### src/rtl/conv_seq_pkg.sv
package conv_seq_pkg;
    typedef enum logic [2:0] {
        SQ_READY,
        SQ_SETTLE,
        SQ_CONVERT,
        SQ_DONE,
        SQ_ACQUIRE
    } seq_state_t;
endpackage

### src/rtl/conv_seq_busdec.sv
module conv_seq_busdec (
    input  logic clk,
    input  logic rst_n,
    input  logic bus_as,
    input  logic bus_rnw,
    output logic rd_stb,
    output logic wr_stb
);
    always_comb begin
        rd_stb = bus_as & bus_rnw;
        wr_stb = bus_as & ~bus_rnw;
    end

    AST_STROBE_EXCL: assert property (@(posedge clk) disable iff (!rst_n)
        !(rd_stb && wr_stb));
    AST_WR_NEEDS_AS: assert property (@(posedge clk) disable iff (!rst_n)
        wr_stb |-> bus_as);
endmodule

### src/rtl/conv_seq_startq.sv
module conv_seq_startq #(
    parameter int START_MIN_W = 2
) (
    input  logic clk,
    input  logic rst_n,
    input  logic arm,
    input  logic start_i,
    output logic start_ok
);
    localparam int WW = $clog2(START_MIN_W + 1);

    logic [WW-1:0] run_q;

    always_ff @(posedge clk or negedge rst_n) begin
        if (!rst_n)
            run_q <= '0;
        else if (!arm || !start_i)
            run_q <= '0;
        else if (run_q != WW'(START_MIN_W))
            run_q <= run_q + 1'b1;
    end

    always_comb
        start_ok = arm && start_i && (run_q >= WW'(START_MIN_W - 1));

    generate
        if (START_MIN_W > 1) begin : g_width_chk
            AST_NO_SHORT_ACCEPT: assert property (@(posedge clk) disable iff (!rst_n)
                start_ok |-> (run_q != '0));
        end
    endgenerate
endmodule

### src/rtl/conv_seq.sv
module conv_seq
    import conv_seq_pkg::*;
#(
    parameter int DATA_W        = 12,
    parameter int START_MIN_W   = 2,
    parameter int SETTLE_CYCLES = 4,
    parameter int CONV_CYCLES   = 57,
    parameter int ACQ_CYCLES    = 64
) (
    input  logic              clk,
    input  logic              rst_n,
    input  logic              cnv_start,
    input  logic              bus_as,
    input  logic              bus_rnw,
    input  logic [DATA_W-1:0] result_in,
    output logic              th_hold,
    output logic              busy,
    output logic              host_wait,
    output logic              rd_stb,
    output logic              wr_stb,
    output logic              conv_done,
    output logic              sample_wr,
    output logic [DATA_W-1:0] sample_data,
    output logic              start_err
);
    localparam int MAX_A   = (SETTLE_CYCLES > CONV_CYCLES) ? SETTLE_CYCLES : CONV_CYCLES;
    localparam int CNT_MAX = (MAX_A > ACQ_CYCLES) ? MAX_A : ACQ_CYCLES;
    localparam int CW      = $clog2(CNT_MAX + 1);

    seq_state_t        st, nxt;
    logic [CW-1:0]     cnt;
    logic              cnt_clr, cnt_inc;
    logic              start_ok;
    logic              err_q;
    logic [DATA_W-1:0] sample_q;

    conv_seq_busdec u_busdec (
        .clk     (clk),
        .rst_n   (rst_n),
        .bus_as  (bus_as),
        .bus_rnw (bus_rnw),
        .rd_stb  (rd_stb),
        .wr_stb  (wr_stb)
    );

    conv_seq_startq #(.START_MIN_W(START_MIN_W)) u_startq (
        .clk      (clk),
        .rst_n    (rst_n),
        .arm      (st == SQ_READY),
        .start_i  (cnv_start),
        .start_ok (start_ok)
    );

    // next state and counter control
    always_comb begin
        nxt     = st;
        cnt_clr = 1'b0;
        cnt_inc = 1'b0;
        unique case (st)
            SQ_READY: begin
                if (start_ok) begin
                    nxt     = SQ_SETTLE;
                    cnt_clr = 1'b1;
                end
            end
            SQ_SETTLE: begin
                if (cnt == CW'(SETTLE_CYCLES - 1)) begin
                    nxt     = SQ_CONVERT;
                    cnt_clr = 1'b1;
                end else begin
                    cnt_inc = 1'b1;
                end
            end
            SQ_CONVERT: begin
                if (!bus_as) begin
                    if (cnt == CW'(CONV_CYCLES - 1)) begin
                        nxt     = SQ_DONE;
                        cnt_clr = 1'b1;
                    end else begin
                        cnt_inc = 1'b1;
                    end
                end
            end
            SQ_DONE: begin
                nxt     = SQ_ACQUIRE;
                cnt_clr = 1'b1;
            end
            SQ_ACQUIRE: begin
                if (cnt == CW'(ACQ_CYCLES - 1)) begin
                    nxt     = SQ_READY;
                    cnt_clr = 1'b1;
                end else begin
                    cnt_inc = 1'b1;
                end
            end
            default: begin
                nxt     = SQ_READY;
                cnt_clr = 1'b1;
            end
        endcase
    end

    // state register, counter, capture and error flag
    always_ff @(posedge clk or negedge rst_n) begin
        if (!rst_n) begin
            st       <= SQ_READY;
            cnt      <= '0;
            err_q    <= 1'b0;
            sample_q <= '0;
        end else begin
            st <= nxt;
            if (cnt_clr)
                cnt <= '0;
            else if (cnt_inc)
                cnt <= cnt + 1'b1;
            if (st == SQ_CONVERT && nxt == SQ_DONE)
                sample_q <= result_in;
            if ((st == SQ_DONE || st == SQ_ACQUIRE) && cnv_start)
                err_q <= 1'b1;
        end
    end

    // outputs
    always_comb begin
        th_hold   = 1'b0;
        busy      = 1'b1;
        host_wait = 1'b0;
        conv_done = 1'b0;
        unique case (st)
            SQ_READY:   busy = 1'b0;
            SQ_SETTLE: begin
                th_hold   = 1'b1;
                host_wait = bus_as;
            end
            SQ_CONVERT: th_hold = 1'b1;
            SQ_DONE:    conv_done = 1'b1;
            SQ_ACQUIRE: busy = 1'b1;
            default:    busy = 1'b1;
        endcase
        sample_wr   = conv_done;
        sample_data = sample_q;
        start_err   = err_q;
    end

    AST_WAIT_IN_HOLD: assert property (@(posedge clk) disable iff (!rst_n)
        host_wait |-> th_hold);
    AST_HOLD_IS_BUSY: assert property (@(posedge clk) disable iff (!rst_n)
        th_hold |-> busy);
    AST_DONE_SINGLE: assert property (@(posedge clk) disable iff (!rst_n)
        conv_done |=> !conv_done);
    AST_ERR_STICKY: assert property (@(posedge clk) disable iff (!rst_n)
        start_err |=> start_err);
    AST_CONV_STRETCH: assert property (@(posedge clk) disable iff (!rst_n)
        (st == SQ_CONVERT && bus_as) |=> (st == SQ_CONVERT));
    AST_DONE_TO_ACQ: assert property (@(posedge clk) disable iff (!rst_n)
        conv_done |=> (busy && !th_hold));
endmodule

### config.mk
export PLATFORM = sky130hd
export DESIGN_NAME = conv_seq
export DESIGN_NICKNAME = d
export VERILOG_FILES = /design/src/rtl/conv_seq_pkg.sv /design/src/rtl/conv_seq_busdec.sv /design/src/rtl/conv_seq_startq.sv /design/src/rtl/conv_seq.sv
export SDC_FILE = /design/constraint.sdc
export NUM_CORES = 1
export LEC_CHECK = 0
export BUFFER_PORTS_ARGS = -buffer_cell sky130_fd_sc_hd__buf_2
export CAP_MARGIN = 30
export CORE_MARGIN = 1.5
export CORE_UTILIZATION = 50
export CTS_BUF_LIST = sky130_fd_sc_hd__clkbuf_16
export CTS_CLUSTER_SIZE = 25
export DETAILED_ROUTE_END_ITERATION = 8
export GPL_TIMING_DRIVEN = 0
export PLACE_DENSITY_LB_ADDON = 0.1
export REMOVE_ABC_BUFFERS = 1
export SLEW_MARGIN = 20
export SYNTH_ARGS = -nofsm -noshare
export SYNTH_HDL_FRONTEND = slang
export SYNTH_SLANG_ARGS = --single-unit
### constraint.sdc
create_clock -name clk -period 2.5 [get_ports clk]
set_input_delay 0.5 -clock clk [delete_from_list [all_inputs] [get_ports clk]]
set_output_delay 0.5 -clock clk [all_outputs]
set_load 0.01 [all_outputs]
* Word-level counts from Yosys, hierarchy flattened
Index checks and enable logic that the tools add are counted.
** Word-level totals
- Bits in registers :: 25
** Operators by class
- Add/sub/neg operators :: 2
- Magnitude comparators :: 1
- Equal/unequal tests :: 9
- Mux-type cells :: 25
- Bitwise operators :: 3
- Reductions and logical operators :: 12
** Operators by type and width (number)
- 3-bit two-way mux :: 5
- 3-bit one-hot mux with 5 select lines :: 1
- 7-bit by 6-bit equality test with 1-bit output (second input constant) :: 2
- 7-bit two-way mux :: 2
- 1-bit two-way mux :: 13
- 3-bit by 2-bit equality test with 1-bit output (second input constant) :: 3
- 7-bit by 1-bit adder with 7-bit output (second input constant) :: 1
- 7-bit by 2-bit equality test with 1-bit output (second input constant) :: 1
- 1-bit logical AND :: 4
- 2-bit two-way mux :: 2
- 1-bit one-hot mux with 4 select lines :: 1
- 2-bit nonzero test :: 2
- 3-bit by 1-bit equality test with 1-bit output (second input constant) :: 1
- 3-bit equality test (second input constant) :: 1
- 3-bit logical NOT :: 1
- 1-bit one-hot mux with 3 select lines :: 1
- 2-bit by 1-bit adder with 2-bit output (second input constant) :: 1
- 1-bit bitwise AND :: 2
- 2-bit by 1-bit >= comparator with 1-bit output (second input constant) :: 1
- 1-bit logical NOT :: 2
- 1-bit logical OR :: 2
- 2-bit != test (second input constant) :: 1
- 2-bit OR reduction :: 1
- 1-bit NOT :: 1

* Longest topological paths before layout
Gate-level depths: netlist of the first run.
- Depth in word-level cells :: 7
- Gate-level depth with buffers :: 8
- Mapped depth without buffers :: 7

* Hierarchy
Synthesis of the first run repeated with hierarchy kept, for this count alone.
** Second synthesis, totals
- Cells, all modules :: 123
- Area, all modules :: 1381.3 µm²
** By module, submodules not included
- conv_seq :: instances 1, cells an instance 109, area each 1248.7 µm²
- conv_seq_startq :: instances 1, cells an instance 12, area each 116.4 µm²
- conv_seq_busdec :: instances 1, cells an instance 2, area each 16.3 µm²

* Least setup slack after synthesis of the first run
No wires, ideal clock.
- Path kind :: reg-to-reg
- From :: reg cnt[0]
- To :: reg cnt[6]
- Setup time :: 118 ps
- Data arrival time :: 1695 ps
- Data required time :: 2382 ps
- Path slack :: 687 ps
- Stages on the path, launching flop included :: 8
- Cell sequence :: dfrtp_1 -> ha_1 -> nand3_2 -> or3_4 -> a221oi_4 -> buf_6 -> a21oi_1 -> a21o_1
** Between the ends
- Cells in the longest elaborated chain, start to end :: 5
- Elaborated cells between the ends (all ways) :: 17
- Those cells by class :: 1 x add/sub; 3 x eq/ne; 12 x mux; 1 x reduce/logical
** RTL lines
- start, declared :: line conv_seq.sv:31 : logic [CW-1:0] cnt;
- start signal, assigned :: line conv_seq.sv:115 : cnt <= cnt + 1'b1;
- 7-bit by 6-bit equality test with 1-bit output :: line conv_seq.sv:76 : if (cnt == CW'(CONV_CYCLES - 1)) begin
- 1-bit two-way mux :: line conv_seq.sv:76
- 1-bit two-way mux :: line conv_seq.sv:75 : if (!bus_as) begin
- 1-bit one-hot mux with 4 select lines / 1-bit one-hot mux with 3 select lines (equally long branches) :: line conv_seq.sv:59 : unique case (st)
- 7-bit two-way mux / 2-bit nonzero test (equally long branches)
Parallel ways exist; a longest one is shown, timed or not. The select of a mux whose other input is x is not followed.
A chain may end at the register's enable or synchronous reset.

* Final worst setup path of the first run
- From :: reg cnt[0]
- To :: reg cnt[5]
Same word-level chain as after synthesis.

==> flow_metrics.env, run 1 <==
export IMPL_outcome="completed"
export IMPL_synth_enable_flop_cells=0
export IMPL_ant_nets=0
export IMPL_die_w_um=53.8
export IMPL_cts_sinks=25
export IMPL_fp_dieH_um=53.8
export IMPL_grt_max_degree=26
export IMPL_finalClockSkew_ps=1.36
export IMPL_antenna_found_initial=0
export IMPL_relSlewSlack_pct=62.8
export IMPL_synth_cell_types=42
export IMPL_slowest_stage="a221oi_4"
export IMPL_root_buffer="clkbuf_16"
export IMPL_dp_slack_ps=88.4
export IMPL_total_power_mw=1.46
export IMPL_drt_wl_total_mm=2.52
export IMPL_reg2regPathDepth=6
export IMPL_cp_end_kind="flip-flop"
export IMPL_firstDrtPassIters=4
export IMPL_core_area_sq_um=2450
export IMPL_path_clk_slew_ps=60
export IMPL_rsz0062_at_grt="false"
export IMPL_drc=0
export IMPL_ys_seq_area_share_pct=48.5
export IMPL_ys_seq_elements=25
export IMPL_layout_drive_gt1_share_pct=44.5
export IMPL_numPlacedInstances=172
export IMPL_fin_ws_ps=322
export IMPL_ios=37
export IMPL_synth_area_leader_cell="dfrtp_1"
export IMPL_avgRoutedWirePerCell_um=14.3
export IMPL_area_growth_pct=21.2
export IMPL_slew_viol_final=0
export IMPL_max_freq_mhz=459
export IMPL_hold_buffers=0
export IMPL_io_buffer_count=36
export IMPL_required_ps=2640
export IMPL_crit_type="reg -> reg"
export IMPL_cts_max_level=1
export IMPL_setup_violations=0
export IMPL_slowest_delay_ps=560
export IMPL_drv_cap=0
export IMPL_path_cells="ha_1 -> nand3_2 -> or3_4 -> a221oi_4 -> o311ai_0 -> o41ai_1"
export IMPL_start_kind="flip-flop"
export IMPL_crit_arrival_ps=2320
export IMPL_p_leak_nw=0.810
export IMPL_rows=18
export IMPL_synth_area_sq_um=1290
export IMPL_die_area_sq_um=2890
export IMPL_grt_pass1_vias=905
export IMPL_hold_path_class="in -> async"
export IMPL_ys_flop_type="dfrtp_1"
export IMPL_path_max_fanout=13
export IMPL_power_density_nw_per_um2=934
export IMPL_synth_top_cells_by_area="dfrtp_1 48%, mux2_2 10%, ha_1 3.9%"
export IMPL_layout_nets=168
export IMPL_fin_setup_tns_ps=0
export IMPL_vias=955
export IMPL_globalplace_congestion=0.779
export IMPL_viasPerCell=5.43
export IMPL_ir_drop_v=0.000622
export IMPL_syn_inst=111
export IMPL_ys_async_sr_fraction_pct=100
export IMPL_clk_path_buf_depth=2
export IMPL_dp_hpwl_mm=1.89
export IMPL_drt_iter0_markers=19
export IMPL_tritoncts="built"
export IMPL_hold_viol=0
export IMPL_cts_buffers=3
export IMPL_yosys_warnings=0
export IMPL_avgSynthCellArea_sq_um=11.6
export IMPL_grt_usage_pct=19.5
export IMPL_finalCriticalPeriod_ps=2180
export IMPL_grt_overflow_total=0
export IMPL_clk_latency_ps=260
export IMPL_synth_top_area_share_pct=48.5
export IMPL_diodes=0
export IMPL_grt_pass1_wl_mm=4.00
export IMPL_fin_cells=176
export IMPL_start_util_pct=52.5
export IMPL_worstMarginPinSlew_ps=557
export IMPL_period_share_pct=87.1
-- metal layers --
| layer | GRT usage (%) | wire [um] |
|---|---|---|
| met5 | 0 | 0 |
| met4 | 10.3 | 52 |
| met3 | 2.50 | 75 |
| met2 | 32.9 | 1300 |
| met1 | 24.2 | 1080 |
-- registers in the layout, indices dropped and copies added (netlist names) --
name and count:
cnt 7, sample_data 12, st 3, start_err 1, u_startq.run_q 2
-- per-stage QoR --
step                util [%]  area [sq um]  hold slack (ps)
finish                  63.7          1560              228
global route            63.7          1560              268
CTS                     63.5          1560              246
detailed placement      60.1          1480              482
global placement        60.1          1480              449
floorplan                  -          1260              204
-- cell usage in the layout, fill, tap and decap left out, types with 2 or more instances in the layout --
master	netlist	routed
inv_1	6	6
o211ai_1	3	3
nand2b_1	3	3
o31ai_1	4	4
o21ai_0	3	3
ha_1	4	4
and2_2	3	3
nand3_1	4	3
mux2_2	12	12
dfrtp_1	25	25
nand2_1	3	3
and2_1	2	2
nor2b_1	2	2
nor2_1	4	4
a21oi_1	4	4
buf_2	1	36
nand3_2	1	2
a21o_1	2	2
clkbuf_16	0	3
-- cell type report --
type                    instances  area, sq um
clock buffers                   3         75.1
clock inverters                 1         7.51
fillers                       210          891
inverters                       6         22.5
multi-input cells              75          616
flip-flops and latches         25          626
well taps                      30         37.5
repair buffers                 36          180
-- cells in the mapped netlist (2+ instances only) --
| cell type | n |
|---|---|
| o21ai_0 | 3 |
| nand2_1 | 3 |
| and2_1 | 2 |
| mux2_2 | 12 |
| and2_2 | 3 |
| nand3_1 | 4 |
| dfrtp_1 | 25 |
| a21o_1 | 2 |
| o211ai_1 | 3 |
| clkbuf_1 | 2 |
| nand2b_1 | 3 |
| inv_1 | 6 |
| o31ai_1 | 4 |
| a21oi_1 | 4 |
| nor2b_1 | 2 |
| nor2_1 | 4 |
| ha_1 | 4 |
-- path summary, 6_finish.rpt --
kind	startpoint	to	slack [ps]
max	cnt[0]$_DFFE_PN0P_	cnt[5]$_DFFE_PN0P_	320
min	rst_n	start_err$_DFFE_PN0P_	230
max reg2reg	cnt[0]$_DFFE_PN0P_	cnt[5]$_DFFE_PN0P_	320
min reg2reg	start_err$_DFFE_PN0P_	start_err$_DFFE_PN0P_	480
max in group asynchronous	rst_n	u_startq.run_q[1]$_DFFE_PN0P_	1900
min in group clk	result_in[10]	sample_data[10]$_DFFE_PN0P_	470
-- logic make-up after synthesis --
logic type / count (synthesis) / share of synthesized area (%)
AO/OA/AOI/OAI: 25 / 15.7
adder cells (fa/ha/maj): 4 / 3.88
multiplexers: 13 / 11.3
flip-flops: 25 / 48.5
AND/OR/NAND/NOR: 32 / 15.8
buffers and inverters: 11 / 4.17
XOR/XNOR: 1 / 0.679
-- worst max-delay path: cells and delay by family (launching register included) --
family / cells / cell delay, ps
adders and majority gates: 1 / 230
DFF: 1 / 420
AOI/OAI and AO/OA: 3 / 890
and+or+nand+nor: 2 / 520
-- what timing repair did --
| action | 4_1_cts | 5_1_grt |
|---|---|---|
| buffers inserted | 0 | 0 |
| resized for setup | 0 | 1 |
| setup endpoints to repair | 0 | 3 |
-- power breakdown --
| group | internal (mW) | switching, mW |
|---|---|---|
| combinational | 0.241 | 0.282 |
| clock | 0.217 | 0.138 |
| sequential | 0.476 | 0.107 |
Note: power is estimated with default switching activity, not from simulation.
==> inputs of run 2 (changes only) <==
--- a/config.mk
+++ b/config.mk
@@ -12,7 +12,6 @@
 export CTS_BUF_LIST = sky130_fd_sc_hd__clkbuf_16
 export CTS_CLUSTER_SIZE = 25
 export DETAILED_ROUTE_END_ITERATION = 8
-export GPL_TIMING_DRIVEN = 0
 export PLACE_DENSITY_LB_ADDON = 0.1
 export REMOVE_ABC_BUFFERS = 1
 export SLEW_MARGIN = 20
==> flow_metrics.env, run 2 (synthesis results as in run 1) <==
export IMPL_rows=18
export IMPL_crit_type="reg -> reg"
export IMPL_tritoncts="built"
export IMPL_path_cells="ha_1 -> nand3_2 -> or3_4 -> a221oi_4 -> and2_2 -> o2bb2ai_1"
export IMPL_fin_cells=177
export IMPL_largest_register_ffs=12
export IMPL_drt_iter0_markers=18
export IMPL_route_met3_wl_um=71
export IMPL_max_freq_mhz=473
export IMPL_firstDrtPassIters=4
export IMPL_reg2regPathDepth=6
export IMPL_multiInputGateArea_sq_um=611
export IMPL_cts_buffers=3
export IMPL_io_buffer_count=36
export IMPL_layout_commonest_cell="buf_2"
export IMPL_internal_power_uw=935
export IMPL_clk_path_buf_depth=2
export IMPL_path_clk_slew_ps=70
export IMPL_start_kind="flip-flop"
export IMPL_rsz0062_at_grt="false"
export IMPL_setup_violations=0
export IMPL_core_area_sq_um=2450
export IMPL_worstReg2RegStart="cnt[0]$_DFFE_PN0P_"
export IMPL_total_power_mw=1.47
export IMPL_routed_top_layer="met4"
export IMPL_antenna_found_initial=0
export IMPL_diodes=0
export IMPL_path_max_fanout=13
export IMPL_grt_overflow_total=0
export IMPL_grt_max_degree=26
export IMPL_cts_max_level=1
export IMPL_post_cts_repair_setup_buffers=0
export IMPL_combPwrFrac_pct=35.7
export IMPL_postLayoutCoreUtil_pct=63.8
export IMPL_required_ps=2690
export IMPL_pwr_share_seq_pct=39.4
export IMPL_fin_ws_ps=384
export IMPL_grt_usage_pct=18.9
export IMPL_worstReg2RegEnd="cnt[1]$_DFFE_PN0P_"
export IMPL_fin_setup_tns_ps=0
export IMPL_wl_met2_mm=1.23
export IMPL_r2r_slack_ps=380
export IMPL_final_cell_mix="36 x buf_2, 25 x dfrtp_1, 12 x mux2_2"
export IMPL_layout_drive_gt1_share_pct=44.2
export IMPL_finalCriticalPeriod_ps=2120
export IMPL_relSlewSlack_pct=63.2
export IMPL_switching_share_pct=36.5
export IMPL_power_density_nw_per_um2=940
export IMPL_die_w_um=53.8
export IMPL_die_area_sq_um=2890
export IMPL_drc=0
export IMPL_p_leak_nw=0.814
export IMPL_switchingPower_uw=538
export IMPL_drv_cap=0
export IMPL_drt_wl_total_mm=2.49
export IMPL_regArea_sq_um=626
export IMPL_crit_arrival_ps=2310
export IMPL_ir_drop_v=0.000663
export IMPL_post_cts_resize_count=0
export IMPL_wl_met1_mm=1.13
export IMPL_globalplace_congestion=0.798
export IMPL_start_util_pct=52.5
export IMPL_clockPowerShare_pct=24.9
export IMPL_fp_dieH_um=53.8
export IMPL_avgRoutedWirePerCell_um=14.1
export IMPL_period_share_pct=84.6
export IMPL_cts_sinks=25
export IMPL_dp_slack_ps=394
export IMPL_viasPerCell=5.51
export IMPL_hold_buffers=0
export IMPL_ant_nets=0
export IMPL_cp_end_kind="flip-flop"
export IMPL_layout_nets=169
export IMPL_slowest_delay_ps=540
export IMPL_hold_viol=0
export IMPL_fill_cells=219
export IMPL_clk_latency_ps=260
export IMPL_grt_pass1_vias=886
export IMPL_numPlacedInstances=173
export IMPL_vias=976
export IMPL_hold_path_class="in -> async"
export IMPL_root_buffer="clkbuf_16"
export IMPL_grt_pass1_wl_mm=3.87
export IMPL_finalClockSkew_ps=4.35
export IMPL_worstMarginPinSlew_ps=552
export IMPL_slew_viol_final=0
export IMPL_dp_hpwl_mm=1.90
export IMPL_outcome="completed"
export IMPL_slowest_stage="a221oi_4"
export IMPL_area_growth_pct=21.4
export IMPL_ios=37
## run 2: cell count changes in the layout (fill, tap and decap cells not counted), sizes merged
cell	delta
buf	+1
## run 2: power by group through the flow
stage | clock network (mW) | registers, mW | logic (mW)
after floorplan | 0 | 0.565 | 0.383
after global placement | 0 | 0.581 | 0.505
after detailed placement | 0 | 0.586 | 0.529
after CTS | 0.373 | 0.578 | 0.533
after global routing | 0.392 | 0.592 | 0.604
final | 0.368 | 0.580 | 0.525
## run 2: worst max-delay path by stage
| stage | from | slack [ps] | end |
|---|---|---|---|
| 2_1_floorplan | st[0]$_DFF_PN0_ | 570 | cnt[6]$_DFFE_PN0P_ |
| 3_3_place_gp | cnt[0]$_DFFE_PN0P_ | 500 | cnt[1]$_DFFE_PN0P_ |
| 3_5_place_dp | cnt[0]$_DFFE_PN0P_ | 390 | cnt[1]$_DFFE_PN0P_ |
| 4_1_cts | cnt[0]$_DFFE_PN0P_ | 370 | cnt[1]$_DFFE_PN0P_ |
| 5_1_grt | cnt[0]$_DFFE_PN0P_ | 180 | cnt[1]$_DFFE_PN0P_ |
| 6_report | cnt[0]$_DFFE_PN0P_ | 380 | cnt[1]$_DFFE_PN0P_ |
## run 2: layout make-up
class	instances	area share, %
multi-input cells	75	39.0
flip-flops and latches	25	39.9
inverters	6	1.44
clock inverters	1	0.479
repair buffers	37	12.0
well taps	30	2.40
clock buffers	3	4.79
## run 2: worst max-delay path, delay by kind of cell (launching register included)
| kind | cells | cell delay [ps] |
|---|---|---|
| fa+ha+maj | 1 | 230 |
| flops | 1 | 430 |
| simple gates | 3 | 740 |
| compound gates | 2 | 640 |
## run 2: per-layer routing
layer	up-vias	GRT usage [%]
met5	-	0
li1	478	-
met3	5	3.06
met2	20	30.1
met1	473	24.2
met4	0	10.7
## run 2: through the flow
stage	hold WS, ps	cell area, sq um
final	219	1570
after global routing	270	1570
after CTS	247	1570
after detailed placement	447	1480
after global placement	447	1480
after floorplan	204	1260
==> inputs of run 3 (changes only) <==
--- a/config.mk
+++ b/config.mk
@@ -8,7 +8,7 @@
 export BUFFER_PORTS_ARGS = -buffer_cell sky130_fd_sc_hd__buf_2
 export CAP_MARGIN = 30
 export CORE_MARGIN = 1.5
-export CORE_UTILIZATION = 50
+export CORE_UTILIZATION = 46
 export CTS_BUF_LIST = sky130_fd_sc_hd__clkbuf_16
 export CTS_CLUSTER_SIZE = 25
 export DETAILED_ROUTE_END_ITERATION = 8
==> constraint.sdc (replaced) <==
create_clock -name clk -period 1.9 [get_ports clk]
set_input_delay 0.38 -clock clk [delete_from_list [all_inputs] [get_ports clk]]
set_output_delay 0.38 -clock clk [all_outputs]
set_load 0.01 [all_outputs]
==> flow_metrics.env, run 3 (synthesis results as in run 1) <==
export IMPL_outcome="completed"
export IMPL_finalCriticalPeriod_ps=1850
export IMPL_start_kind="flip-flop"
export IMPL_io_buffer_count=36
export IMPL_dp_hpwl_mm=1.93
export IMPL_crit_type="reg -> reg"
export IMPL_rsz0062_at_grt="true"
export IMPL_ios=37
export IMPL_die_area_sq_um=3130
export IMPL_antenna_found_initial=0
export IMPL_grt_pass1_vias=1030
export IMPL_fin_cells=193
export IMPL_reg2regPathDepth=8
export IMPL_core_area_sq_um=2710
export IMPL_cp_end_kind="flip-flop"
export IMPL_hold_viol=0
export IMPL_slowest_stage="dfrtp_1"
export IMPL_grt_overflow_total=0
export IMPL_layout_commonest_cell="buf_2"
export IMPL_grt_usage_pct=18.1
export IMPL_period_share_pct=97.2
export IMPL_area_growth_pct=35.2
export IMPL_rows=19
export IMPL_cts_max_level=1
export IMPL_diodes=0
export IMPL_path_max_fanout=5
export IMPL_crit_arrival_ps=1980
export IMPL_globalplace_congestion=0.838
export IMPL_path_cells="inv_1 -> ha_1 -> and4bb_2 -> a21boi_2 -> a221oi_4 -> buf_6 -> o311ai_2 -> o41ai_2"
export IMPL_tritoncts="built"
export IMPL_largest_register_ffs=12
export IMPL_cts_sinks=25
export IMPL_firstDrtPassIters=4
export IMPL_fin_setup_tns_ps=0
export IMPL_viasPerCell=5.47
export IMPL_fill_cells=225
export IMPL_worstReg2RegStart="cnt[0]$_DFFE_PN0P_"
export IMPL_worstReg2RegEnd="cnt[5]$_DFFE_PN0P_"
export IMPL_path_clk_slew_ps=60
export IMPL_whs_ps=106
export IMPL_drv_cap=0
export IMPL_grt_pass1_wl_mm=4.49
export IMPL_total_power_mw=2.24
export IMPL_layout_nets=184
export IMPL_power_density_nw_per_um2=1280
export IMPL_drt_wl_total_mm=2.71
export IMPL_worstMarginPinSlew_ps=554
export IMPL_finalClockSkew_ps=1.43
export IMPL_start_util_pct=47.6
export IMPL_max_freq_mhz=542
export IMPL_clk_path_buf_depth=2
export IMPL_numPlacedInstances=184
export IMPL_setup_violations=0
export IMPL_slew_viol_final=0
export IMPL_r2r_slack_ps=50
export IMPL_required_ps=2030
export IMPL_postLayoutCoreUtil_pct=64.4
export IMPL_vias=1055
export IMPL_die_w_um=56.0
export IMPL_hold_path_class="in -> async"
export IMPL_avgRoutedWirePerCell_um=14.1
export IMPL_grt_max_degree=26
export IMPL_relSlewSlack_pct=63.1
export IMPL_root_buffer="clkbuf_16"
export IMPL_p_leak_nw=0.902
export IMPL_drc=0
export IMPL_ant_nets=0
export IMPL_cts_buffers=3
export IMPL_final_cell_mix="37 x buf_2, 21 x dfrtp_1, 13 x buf_4"
export IMPL_layout_drive_gt1_share_pct=54.3
export IMPL_ir_drop_v=0.000878
export IMPL_clk_latency_ps=260
export IMPL_slowest_delay_ps=410
export IMPL_drt_iter0_markers=18
export IMPL_fp_dieH_um=56.0
==> run 3: changes by cell type in the layout (fill, tap and decap cells not counted), moves of 2 or more <==
| cell | change |
|---|---|
| dfrtp_2 | +4 |
| buf_4 | +12 |
| buf_6 | +2 |
| dfrtp_1 | -4 |
==> run 3: how the worst max path moves through the flow <==
stage,startpoint,end,slack [ps]
4_1_cts,cnt[1]$_DFFE_PN0P_,cnt[6]$_DFFE_PN0P_,-0.4
3_5_place_dp,bus_as,cnt[5]$_DFFE_PN0P_,-60
3_3_place_gp,cnt[0]$_DFFE_PN0P_,cnt[6]$_DFFE_PN0P_,-20
2_1_floorplan,st[0]$_DFF_PN0_,cnt[6]$_DFFE_PN0P_,-30
5_1_grt,cnt[0]$_DFFE_PN0P_,cnt[5]$_DFFE_PN0P_,-60
6_report,cnt[0]$_DFFE_PN0P_,cnt[5]$_DFFE_PN0P_,50
==> run 3: layout make-up <==
class | instances | area, sq um | area share, %
Multi-Input combinational cell | 75 | 668 | 38.3
Inverter | 6 | 22.5 | 1.29
Clock buffer | 3 | 75.1 | 4.30
Tap cell | 31 | 38.8 | 2.22
Sequential cell | 25 | 631 | 36.2
Timing Repair Buffer | 52 | 305 | 17.5
Clock inverter | 1 | 3.75 | 0.215
==> run 3: worst max-delay path, delay by kind of cell (launching register included) <==
family,cells,cell delay [ps]
and+or+nand+nor,1,260
AOI/OAI and AO/OA,4,630
adders and majority gates,1,210
buffers and inverters,2,210
DFF,1,410
==> run 3: timing repair <==
item / in CTS / in global routing
buffers inserted: 2 / 2
gates resized for setup: 2 / 14
pin swaps: 0 / 5
endpoints found under the setup margin: 6 / 6
gates cloned: 0 / 1
hold buffers: 0 / 0
==> run 3: layer usage <==
metal / global-route usage [%] / wire length [um] / vias to the layer above
li1: - / - / 508
met1: 24.1 / 1210 / 501
met2: 29.4 / 1310 / 42
met4: 5.78 / 46 / 0
met3: 4.19 / 145 / 4
met5: 0 / 0 / -
==> run 3: per-stage QoR <==
stage | cell area (sq um) | setup slack, ps
after global placement | 1560 | -18.2
after global routing | 1740 | -60.7
after detailed placement | 1560 | -57.0
after CTS | 1660 | -0.366
after floorplan | 1260 | -31.7
final | 1740 | 53.6
==> run 3: power breakdown <==
part	total, mW	internal [mW]	switching, mW
combinational	1.04	0.530	0.510
clock	0.457	0.281	0.176
sequential	0.741	0.630	0.111
